[src/rtl/trap_state_stack_pkg.sv]
package trap_state_stack_pkg;
    localparam int CCR_W  = 8;
    localparam int ASI_W  = 8;
    localparam int PST_W  = 12;
    localparam int CWP_W  = 8;
    localparam int TT_W   = 9;
    localparam int PAD_W  = 4;
    localparam int WORD_W = CCR_W + ASI_W + PAD_W + PST_W + CWP_W;

    // field positions inside the saved word
    localparam int CWP_LSB = 0;
    localparam int PST_LSB = CWP_LSB + CWP_W;
    localparam int ASI_LSB = PST_LSB + PST_W + PAD_W;
    localparam int CCR_LSB = ASI_LSB + ASI_W;

    // trap base layout
    localparam int VEC_LOW_W = 15;
    localparam int TT_LSB    = 5;

    // processor-state bits
    localparam logic [PST_W-1:0] PST_FORCED = 12'h015;
    localparam logic [PST_W-1:0] PST_RED    = 12'h020;

    typedef enum logic [2:0] {
        OP_IDLE,
        OP_TRAP,
        OP_FULL,
        OP_RETRY,
        OP_DONE
    } stack_op_e;

    function automatic logic [WORD_W-1:0] pack_frame(
        input logic [CCR_W-1:0] ccr,
        input logic [ASI_W-1:0] asi,
        input logic [PST_W-1:0] pst,
        input logic [CWP_W-1:0] cwp
    );
        return {ccr, asi, {PAD_W{1'b0}}, pst, cwp};
    endfunction
endpackage

[src/rtl/trap_frame_store.sv]
module trap_frame_store
    import trap_state_stack_pkg::*;
#(
    parameter int PC_W  = 64,
    parameter int DEPTH = 5,
    parameter int AW    = 3
) (
    input  logic              clk,
    input  logic              rst_n,
    input  logic              wr_en,
    input  logic [AW-1:0]     wr_lvl,
    input  logic [WORD_W-1:0] wr_word,
    input  logic [PC_W-1:0]   wr_pc,
    input  logic [PC_W-1:0]   wr_npc,
    input  logic [TT_W-1:0]   wr_tt,
    input  logic [AW-1:0]     rd_lvl,
    output logic [WORD_W-1:0] rd_word,
    output logic [PC_W-1:0]   rd_pc,
    output logic [PC_W-1:0]   rd_npc,
    output logic [TT_W-1:0]   rd_tt
);
    logic [WORD_W-1:0] word_a [DEPTH];
    logic [PC_W-1:0]   pc_a   [DEPTH];
    logic [PC_W-1:0]   npc_a  [DEPTH];
    logic [TT_W-1:0]   tt_a   [DEPTH];

    for (genvar g = 0; g < DEPTH; g++) begin : g_lvl
        logic [WORD_W-1:0] word_q;
        logic [PC_W-1:0]   pc_q;
        logic [PC_W-1:0]   npc_q;
        logic [TT_W-1:0]   tt_q;
        logic              hit;

        assign hit = wr_en && (wr_lvl == AW'(g));

        always_ff @(posedge clk or negedge rst_n) begin
            if (!rst_n) begin
                word_q <= '0;
                pc_q   <= '0;
                npc_q  <= '0;
                tt_q   <= '0;
            end else if (hit) begin
                word_q <= wr_word;
                pc_q   <= wr_pc;
                npc_q  <= wr_npc;
                tt_q   <= wr_tt;
            end
        end

        assign word_a[g] = word_q;
        assign pc_a[g]   = pc_q;
        assign npc_a[g]  = npc_q;
        assign tt_a[g]   = tt_q;
    end

    always_comb begin
        rd_word = '0;
        rd_pc   = '0;
        rd_npc  = '0;
        rd_tt   = '0;
        for (int i = 0; i < DEPTH; i++) begin
            if (rd_lvl == AW'(i)) begin
                rd_word = word_a[i];
                rd_pc   = pc_a[i];
                rd_npc  = npc_a[i];
                rd_tt   = tt_a[i];
            end
        end
    end
endmodule

[src/rtl/trap_vector_gen.sv]
module trap_vector_gen
    import trap_state_stack_pkg::*;
#(
    parameter int PC_W   = 64,
    parameter int MAX_TL = 5,
    parameter int TL_W   = 3
) (
    input  logic [TL_W-1:0]  tl,
    input  logic [TT_W-1:0]  tt,
    input  logic [PC_W-1:0]  tba,
    output logic [PC_W-1:0]  vec,
    output logic [PST_W-1:0] pst_new
);
    logic nested;
    logic last_lvl;

    assign nested   = tl > TL_W'(1);
    assign last_lvl = tl == TL_W'(MAX_TL - 1);
    assign vec      = {tba[PC_W-1:VEC_LOW_W], nested, tt, {TT_LSB{1'b0}}};
    assign pst_new  = PST_FORCED | (last_lvl ? PST_RED : '0);
endmodule

[src/rtl/trap_state_stack.sv]
module trap_state_stack
    import trap_state_stack_pkg::*;
#(
    parameter int PC_W   = 64,
    parameter int MAX_TL = 5,
    localparam int TL_W  = $clog2(MAX_TL + 1)
) (
    input  logic              clk,
    input  logic              rst_n,
    input  logic              trap_req,
    input  logic [TT_W-1:0]   trap_type,
    input  logic              retry_req,
    input  logic              done_req,
    input  logic [PC_W-1:0]   tba_base,
    input  logic [PC_W-1:0]   pc_in,
    input  logic [PC_W-1:0]   npc_in,
    input  logic [CCR_W-1:0]  ccr_in,
    input  logic [ASI_W-1:0]  asi_in,
    input  logic [PST_W-1:0]  pstate_in,
    input  logic [CWP_W-1:0]  cwp_in,
    output logic [PC_W-1:0]   pc_out,
    output logic [PC_W-1:0]   npc_out,
    output logic [CCR_W-1:0]  ccr_out,
    output logic [ASI_W-1:0]  asi_out,
    output logic [PST_W-1:0]  pstate_out,
    output logic [CWP_W-1:0]  cwp_out,
    output logic [PC_W-1:0]   tbr_out,
    output logic [TL_W-1:0]   tl_out,
    output logic [TT_W-1:0]   tt_out,
    output logic [WORD_W-1:0] saved_word,
    output logic              state_load,
    output logic              error_state
);
    typedef struct packed {
        logic [PC_W-1:0]  pc;
        logic [PC_W-1:0]  npc;
        logic [PC_W-1:0]  tbr;
        logic [CCR_W-1:0] ccr;
        logic [ASI_W-1:0] asi;
        logic [PST_W-1:0] pst;
        logic [CWP_W-1:0] cwp;
        logic [TL_W-1:0]  tl;
        logic             load;
        logic             err;
    } stack_regs_t;

    stack_regs_t r_q, r_d;
    stack_op_e   op;

    logic              empty;
    logic              full;
    logic [TL_W-1:0]   rd_lvl;
    logic [WORD_W-1:0] rd_word;
    logic [PC_W-1:0]   rd_pc;
    logic [PC_W-1:0]   rd_npc;
    logic [TT_W-1:0]   rd_tt;
    logic [PC_W-1:0]   vec;
    logic [PST_W-1:0]  pst_new;

    assign empty  = r_q.tl == '0;
    assign full   = r_q.tl == TL_W'(MAX_TL);
    assign rd_lvl = empty ? '0 : r_q.tl - TL_W'(1);

    trap_frame_store #(
        .PC_W (PC_W),
        .DEPTH(MAX_TL),
        .AW   (TL_W)
    ) u_store (
        .clk    (clk),
        .rst_n  (rst_n),
        .wr_en  (op == OP_TRAP),
        .wr_lvl (r_q.tl),
        .wr_word(pack_frame(ccr_in, asi_in, pstate_in, cwp_in)),
        .wr_pc  (pc_in),
        .wr_npc (npc_in),
        .wr_tt  (trap_type),
        .rd_lvl (rd_lvl),
        .rd_word(rd_word),
        .rd_pc  (rd_pc),
        .rd_npc (rd_npc),
        .rd_tt  (rd_tt)
    );

    trap_vector_gen #(
        .PC_W  (PC_W),
        .MAX_TL(MAX_TL),
        .TL_W  (TL_W)
    ) u_vec (
        .tl     (r_q.tl),
        .tt     (trap_type),
        .tba    (tba_base),
        .vec    (vec),
        .pst_new(pst_new)
    );

    always_comb begin
        if (trap_req)                op = full ? OP_FULL : OP_TRAP;
        else if (retry_req && !empty) op = OP_RETRY;
        else if (done_req && !empty)  op = OP_DONE;
        else                          op = OP_IDLE;

        r_d      = r_q;
        r_d.load = 1'b0;
        unique case (op)
            OP_TRAP: begin
                r_d.tbr  = vec;
                r_d.pc   = vec;
                r_d.npc  = vec + PC_W'(4);
                r_d.pst  = pst_new;
                r_d.tl   = r_q.tl + TL_W'(1);
                r_d.load = 1'b1;
            end
            OP_FULL: begin
                r_d.err = 1'b1;
            end
            OP_RETRY, OP_DONE: begin
                r_d.pc   = (op == OP_RETRY) ? rd_pc : rd_npc;
                r_d.npc  = (op == OP_RETRY) ? rd_npc : rd_npc + PC_W'(4);
                r_d.ccr  = rd_word[CCR_LSB +: CCR_W];
                r_d.asi  = rd_word[ASI_LSB +: ASI_W];
                r_d.pst  = rd_word[PST_LSB +: PST_W];
                r_d.cwp  = rd_word[CWP_LSB +: CWP_W];
                r_d.tl   = r_q.tl - TL_W'(1);
                r_d.load = 1'b1;
            end
            default: ;
        endcase
    end

    always_ff @(posedge clk or negedge rst_n) begin
        if (!rst_n) r_q <= '0;
        else        r_q <= r_d;
    end

    assign pc_out      = r_q.pc;
    assign npc_out     = r_q.npc;
    assign ccr_out     = r_q.ccr;
    assign asi_out     = r_q.asi;
    assign pstate_out  = r_q.pst;
    assign cwp_out     = r_q.cwp;
    assign tbr_out     = r_q.tbr;
    assign tl_out      = r_q.tl;
    assign tt_out      = empty ? '0 : rd_tt;
    assign saved_word  = empty ? '0 : rd_word;
    assign state_load  = r_q.load;
    assign error_state = r_q.err;
endmodule


[config.mk]
export PLATFORM = sky130hd
export DESIGN_NAME = trap_state_stack
export DESIGN_NICKNAME = d
export VERILOG_FILES = /design/src/rtl/trap_state_stack_pkg.sv /design/src/rtl/trap_frame_store.sv /design/src/rtl/trap_vector_gen.sv /design/src/rtl/trap_state_stack.sv
export SDC_FILE = /design/constraint.sdc
export NUM_CORES = 2
export LEC_CHECK = 0
export ABC_CLOCK_PERIOD_IN_PS = 4900
export BUFFER_PORTS_ARGS = -buffer_cell sky130_fd_sc_hd__buf_2
export CORE_MARGIN = 2
export CORE_UTILIZATION = 25
export DETAILED_ROUTE_END_ITERATION = 6
export PLACE_DENSITY = 0.38
export SKIP_CTS_REPAIR_TIMING = 1
export SYNTH_ARGS = -nofsm -noshare
export SYNTH_HDL_FRONTEND = slang
export SYNTH_HIERARCHICAL = 1
export SYNTH_SLANG_ARGS = --single-unit
[constraint.sdc]
create_clock -name clk -period 4.9 [get_ports clk]
set_input_delay 0.49 -clock clk [delete_from_list [all_inputs] [get_ports clk]]
set_output_delay 0.49 -clock clk [all_outputs]
set_load 0.02 [all_outputs]
# After elaboration in Yosys (flattened, before gate mapping)
# Cells that the tools add are included.
# word_totals
in_bits	242
regBits	1093
output_inout_bits	282
elab_cells	93
# op_classes
reduce_logical	12
n_addsub	4
n_mux	33
n_eq_ne	13
magnitude_cmp	1
# op_table
cell	n
two-way mux 64 bit	12
case mux 128 bit (2 select lines)	1
two-way mux 40 bit	6
adder 64 x 3 -> 64 bit, second input constant	2
two-way mux 9 bit	6
case mux 12 bit (2 select lines)	1
equality test 3 x 2 -> 1 bit, second input constant	6
equality test 3 bit, second input constant	4
two-way mux 3 bit	4
equality test 3 x 1 -> 1 bit, second input constant	3
case mux 4 bit (2 select lines)	1
logical AND 1 bit	7
zero test 3 bit	2
two-way mux 6 bit	1
adder 3 x 1 -> 3 bit, second input constant	1
> comparator 3 x 1 -> 1 bit, second input constant	1
subtractor 3 x 1 -> 3 bit, second input constant	1
two-way mux 2 bit	1
nonzero test 2 bit	1
OR reduction 2 bit	1
zero test 1 bit	1

# Depth between registers and ports, before layout
# depth
word_depth	11
mapped_depth	17
depth_no_buf	14

# Modules after synthesis
# Netlist, hierarchy kept.
# by_module_without_submodules
module	seq_area_each_um2	area_per_inst_um2	instances	cells_per_inst
trap_frame_store	22146.2	39391.5	1	2900
trap_state_stack	5830.6	12996.2	1	1599
trap_vector_gen	0.0	596.8	1	80

# Least setup slack after synthesis
# No wires, ideal clock.
# synth_timing
path_kind	register to register
start	reg r_q (netlist bit tl_out[0])
end	reg r_q (netlist bit npc_out[33])
arrival_ps	4308
stages_incl_launch_ff	17
path_buffers	4
setup_time_ps	94
synth_period_minus_slack_ps	4402
t_required_ps	4806
setup_slack_ps	498
path_cell_list	dfrtp_1 -> inv_1 -> ha_1 -> nand2b_1 -> mux2i_1 -> or3b_1 -> buf_2 -> buf_2 -> buf_2 -> a31oi_1 -> nand4_1 -> nor4_2 -> and3_1 -> clkbuf_1 -> nand3_1 -> xor2_1 -> a211oi_1
# synth_between
elab_chain_cells	11
elab_cells_between_ends	31
classes_between	add/sub: 3; order compare: 1; eq/ne: 8; mux: 12; reduce/logical: 7
# synth_lines
element	line_no	source
start: declaration	trap_state_stack.sv:47	stack_regs_t r_q, r_d;
start signal: assignment	trap_state_stack.sv:132	else r_q <= r_d;
subtractor 3 x 1 -> 3 bit or zero test 3 bit (tied branches)	trap_state_stack.sv:62, trap_state_stack.sv:60	
two-way mux 3 bit *	trap_state_stack.sv:62	assign rd_lvl = empty ? '0 : r_q.tl - TL_W'(1);
via rd_lvl[2]	trap_state_stack.sv:52	logic [TL_W-1:0] rd_lvl;
zero test 3 bit	trap_frame_store.sv:62	if (rd_lvl == AW'(i)) begin
two-way mux 64 bit (4 in series)	trap_frame_store.sv:62	
two-way mux 64 bit *	trap_frame_store.sv:62	
via rd_npc[9]	trap_state_stack.sv:55	logic [PC_W-1:0] rd_npc;
adder 64 x 3 -> 64 bit *	trap_state_stack.sv:118	r_d.npc = (op == OP_RETRY) ? rd_npc : rd_npc + PC_W'(4);
two-way mux 64 bit *	trap_state_stack.sv:118	
case mux 128 bit (2 select lines) *	trap_state_stack.sv:104	unique case (op)
# The timed path passes the listed nets; every way through them passes the cells marked *.
# A chain may end at the register's enable or synchronous reset.

# Final worst setup path
# layout_timing
start	reg r_q (netlist bit tl_out[0])
end	out saved_word[36]
# layout_between
elab_chain_cells	9
elab_cells_between_ends	14
classes_between	add/sub: 1; eq/ne: 4; mux: 7; reduce/logical: 2
# layout_lines
element	line_no	source
subtractor 3 x 1 -> 3 bit or zero test 3 bit (tied branches)	trap_state_stack.sv:62, trap_state_stack.sv:60	
two-way mux 3 bit *	trap_state_stack.sv:62	
via rd_lvl[1]	trap_state_stack.sv:52	
zero test 3 bit	trap_frame_store.sv:62	
two-way mux 40 bit (4 in series)	trap_frame_store.sv:62	
two-way mux 40 bit *	trap_frame_store.sv:62	
via rd_word[36]	trap_state_stack.sv:53	logic [WORD_W-1:0] rd_word;
two-way mux 40 bit *	trap_state_stack.sv:144	assign saved_word = empty ? '0 : rd_word;
end: declaration	trap_state_stack.sv:30	output logic [WORD_W-1:0] saved_word,
# Marks and branches as above.

==> flow_summary.toml <==
[global_route]
antenna_found_initial = 74
grt_pass1_wl_um = 316900
grtUsageTotal_pct = 20.35
grt_pass1_vias = 39760
grt-ovfl-total = 0
grt_max_degree = 146

[cells_and_area]
drive_above_1_share_pct = 37.53
stdcell_area_um2 = 65420
fillCellCount = 21710
area_growth_pct = 23.47
final_util_pct = 31.12
mostFrequentLayoutCells = "dfrtp_1, mux2_2, nand2_1"
instances_no_fill = 8130
layout_commonest_cell = "dfrtp_1"
fin_nets = 5435

[routing]
drtPass1Iterations = 5
wirelength_um = 224200
num_vias = 39790
viasPerCell = 4.894
wl_per_cell_um = 27.58
antenna_left = 0
drt_iter0_drc = 2769
drc_errors = 0

[setup_path]
critPathLaunchType = "flip-flop"
crit_path_top_delay_cell = "buf_4"
cp_cell_sequence = "buf_4, ha_1, mux2_8, buf_4, buf_6, a32oi_1, a31oi_1, and2_1, buf_2"
cp_slowest_stage_delay_ps = 600
worstPathMaxFanout = 37
path_class = "reg2out"
startpoint = "tl_out[0]$_DFFE_PN0P_"
critPathCaptureType = "output port"
reg2regPathDepth = 11
cp.required_ps = 4410
cp.arrival_ps = 4290
rr_startpoint = "tl_out[0]$_DFFE_PN0P_"
cp_common_cell = "buf_4"

[timing]
tightestPinTransition_ps = 2586
post-route-period-util_pct = 97.62
grt_setup_unrepaired = "no"
hold_ws_ps = 24.96
hold_violations = 0
fin_crit_ps = 4783
final_max_slew_viol_count = 19
setup_ws_ps = 116.6
setup_viol = 0
fmax_mhz = 209.1
relSlewSlack_pct = -73.97
finClkSkew_ps = 29.49
tns_ps = 0

[run_status]
violations = "max-slew violations"
status = "finished with violations"

[power]
switching_share_pct = 42.40
cellInternalPower_mw = 29.69
p_leak_nw = 27.89
power_switching_mw = 21.86
p_total_mw = 51.55
peakVddDrop_mv = 0.6223
clockPowerShare_pct = 20.7
power_density_nw_per_um2 = 788.0
share_seq_of_total_power_pct = 31.5
pwr-share-comb_pct = 47.8

[clock_tree]
root_buffer = "clkbuf_16"
clk_path_buf_depth = 3
clock_latency_ps = 810
cts_sinks = 1118
path_clk_slew_ps = 60
cts_tree = "done"
cts.htree.levels = 4
cts_buffers = 144

[die]
initial_core_util_pct = 25.21
core_area_um2 = 210200
die_x_um = 464.4
ioPinCount = 524
dieHeight_um = 464.4
rows = 168
die-area_um2 = 215600

[logic_synthesis]
ys.flop_type = "dfrtp_1"
yosysUniqueCellTypes = 74
synth_seq_cells = 1118
async_reset_ff_share_pct = 100.0
synth_edf_count = 0
netlist_area_um2 = 52980
ys_warn_count = 6
yosysSeqAreaShare_pct = 52.80
avgSynthCellArea_um2 = 11.57
syn_inst = 4579

[min_path]
hp-class = "in2reg"
hold_depth = 3
min_from = "tba_base[19]"

[place]
postPlaceCellArea_um2 = 59040
io_buffer_count = 508
pre_cts_ws_ps = -28.66
dp_hpwl_um = 151100
place_congestion = 0.8431
placed_cells = 7691

[flow_run]
cap_violations = 0
==> layer usage <==
metal  part of all wire (%)  wire, um  global-route usage (%)
met1                     45    101400                   27.54
met4                    3.4      7511                   6.553
met3                    5.0     11240                   3.833
met5                  0.096       215                       0
met2                     46    103900                   32.65
==> power groups by stage <==
| stage | Sequential [mW] | Clock, mW | Combinational [mW] |
|---|---|---|---|
| after floorplan | 16.4 | 0 | 13.5 |
| after global placement | 16.3 | 0 | 24.4 |
| after detailed placement | 16.4 | 0 | 24.5 |
| after CTS | 16.3 | 11.0 | 24.6 |
| after global routing | 16.8 | 11.4 | 26.2 |
| final | 16.2 | 10.7 | 24.6 |
==> synth_stat cells (all sizes together) (34+ instances only) <==
cell	n	area share, %
nor2	235	1.7
nand3	68	0.64
a32oi	177	2.9
a21oi	110	1.0
nand2	667	4.7
a31oi	181	2.1
xnor2	58	0.96
nor3	35	0.35
dfrtp	1118	53
mux2	1064	23
and2	58	0.68
buf	248	2.9
clkbuf	169	1.2
nand4	45	0.54
xor2	34	0.56
o21ai	68	0.64
==> worst max-delay path, delay by kind of cell (launching register included) <==
kind	cells	cell delay, ps
flip-flops	1	350
adder cells (fa/ha/maj)	1	260
buffers and inverters	4	1500
multiplexers	1	340
AND/OR/NAND/NOR	1	260
AO/OA/AOI/OAI	2	640
==> cells by family (layout without fill, tap and decap cells) <==
group	Yosys count	count (layout)	share of synthesized area, %
fa+ha+maj	6	6	0.1417
xor+xnor	92	92	1.521
mux	1072	1072	22.76
compound gates	660	660	8.645
buf+inv	430	1115	4.206
other cells	3	64	0.02125
flops	1118	1118	52.80
simple gates	1198	1198	9.899
==> layout make-up <==
type | count | area (um2) | area share (%)
Antenna cell | 28 | 70.07 | 0.1071
Sequential cell | 1118 | 27980 | 42.76
Timing Repair Buffer | 846 | 6011 | 9.188
Inverter | 13 | 53.80 | 0.08224
Tap cell | 2805 | 3510 | 5.365
Clock buffer | 222 | 4302 | 6.575
Multi-Input combinational cell | 3064 | 23110 | 35.32
Clock inverter | 34 | 391.6 | 0.5986
==> state kept, by name, summed over array words and instances (netlist names) <==
signal / count
u_store/g_lvl.npc_q: 320
u_store/g_lvl.pc_q: 320
u_store/g_lvl.word_q: 200
npc_out: 64
pc_out: 64
tbr_out: 64
u_store/g_lvl.tt_q: 45
pstate_out: 12
asi_out: 8
ccr_out: 8
cwp_out: 8
tl_out: 3
error_state: 1
state_load: 1
==> worst paths after layout <==
kind                                              to  slack, ps
min reg2reg                   ccr_out[6]$_DFFE_PN0N_        470
min                          tbr_out[19]$_DFFE_PN0P_         20
max reg2reg                   pc_out[25]$_DFFE_PN0P_        260
max in group asynchronous  pstate_out[0]$_DFFE_PN0P_       3250
min in group asynchronous     tbr_out[6]$_DFFE_PN0P_        290
max                                   saved_word[36]        120
Power figures use the tool's default switching activity.
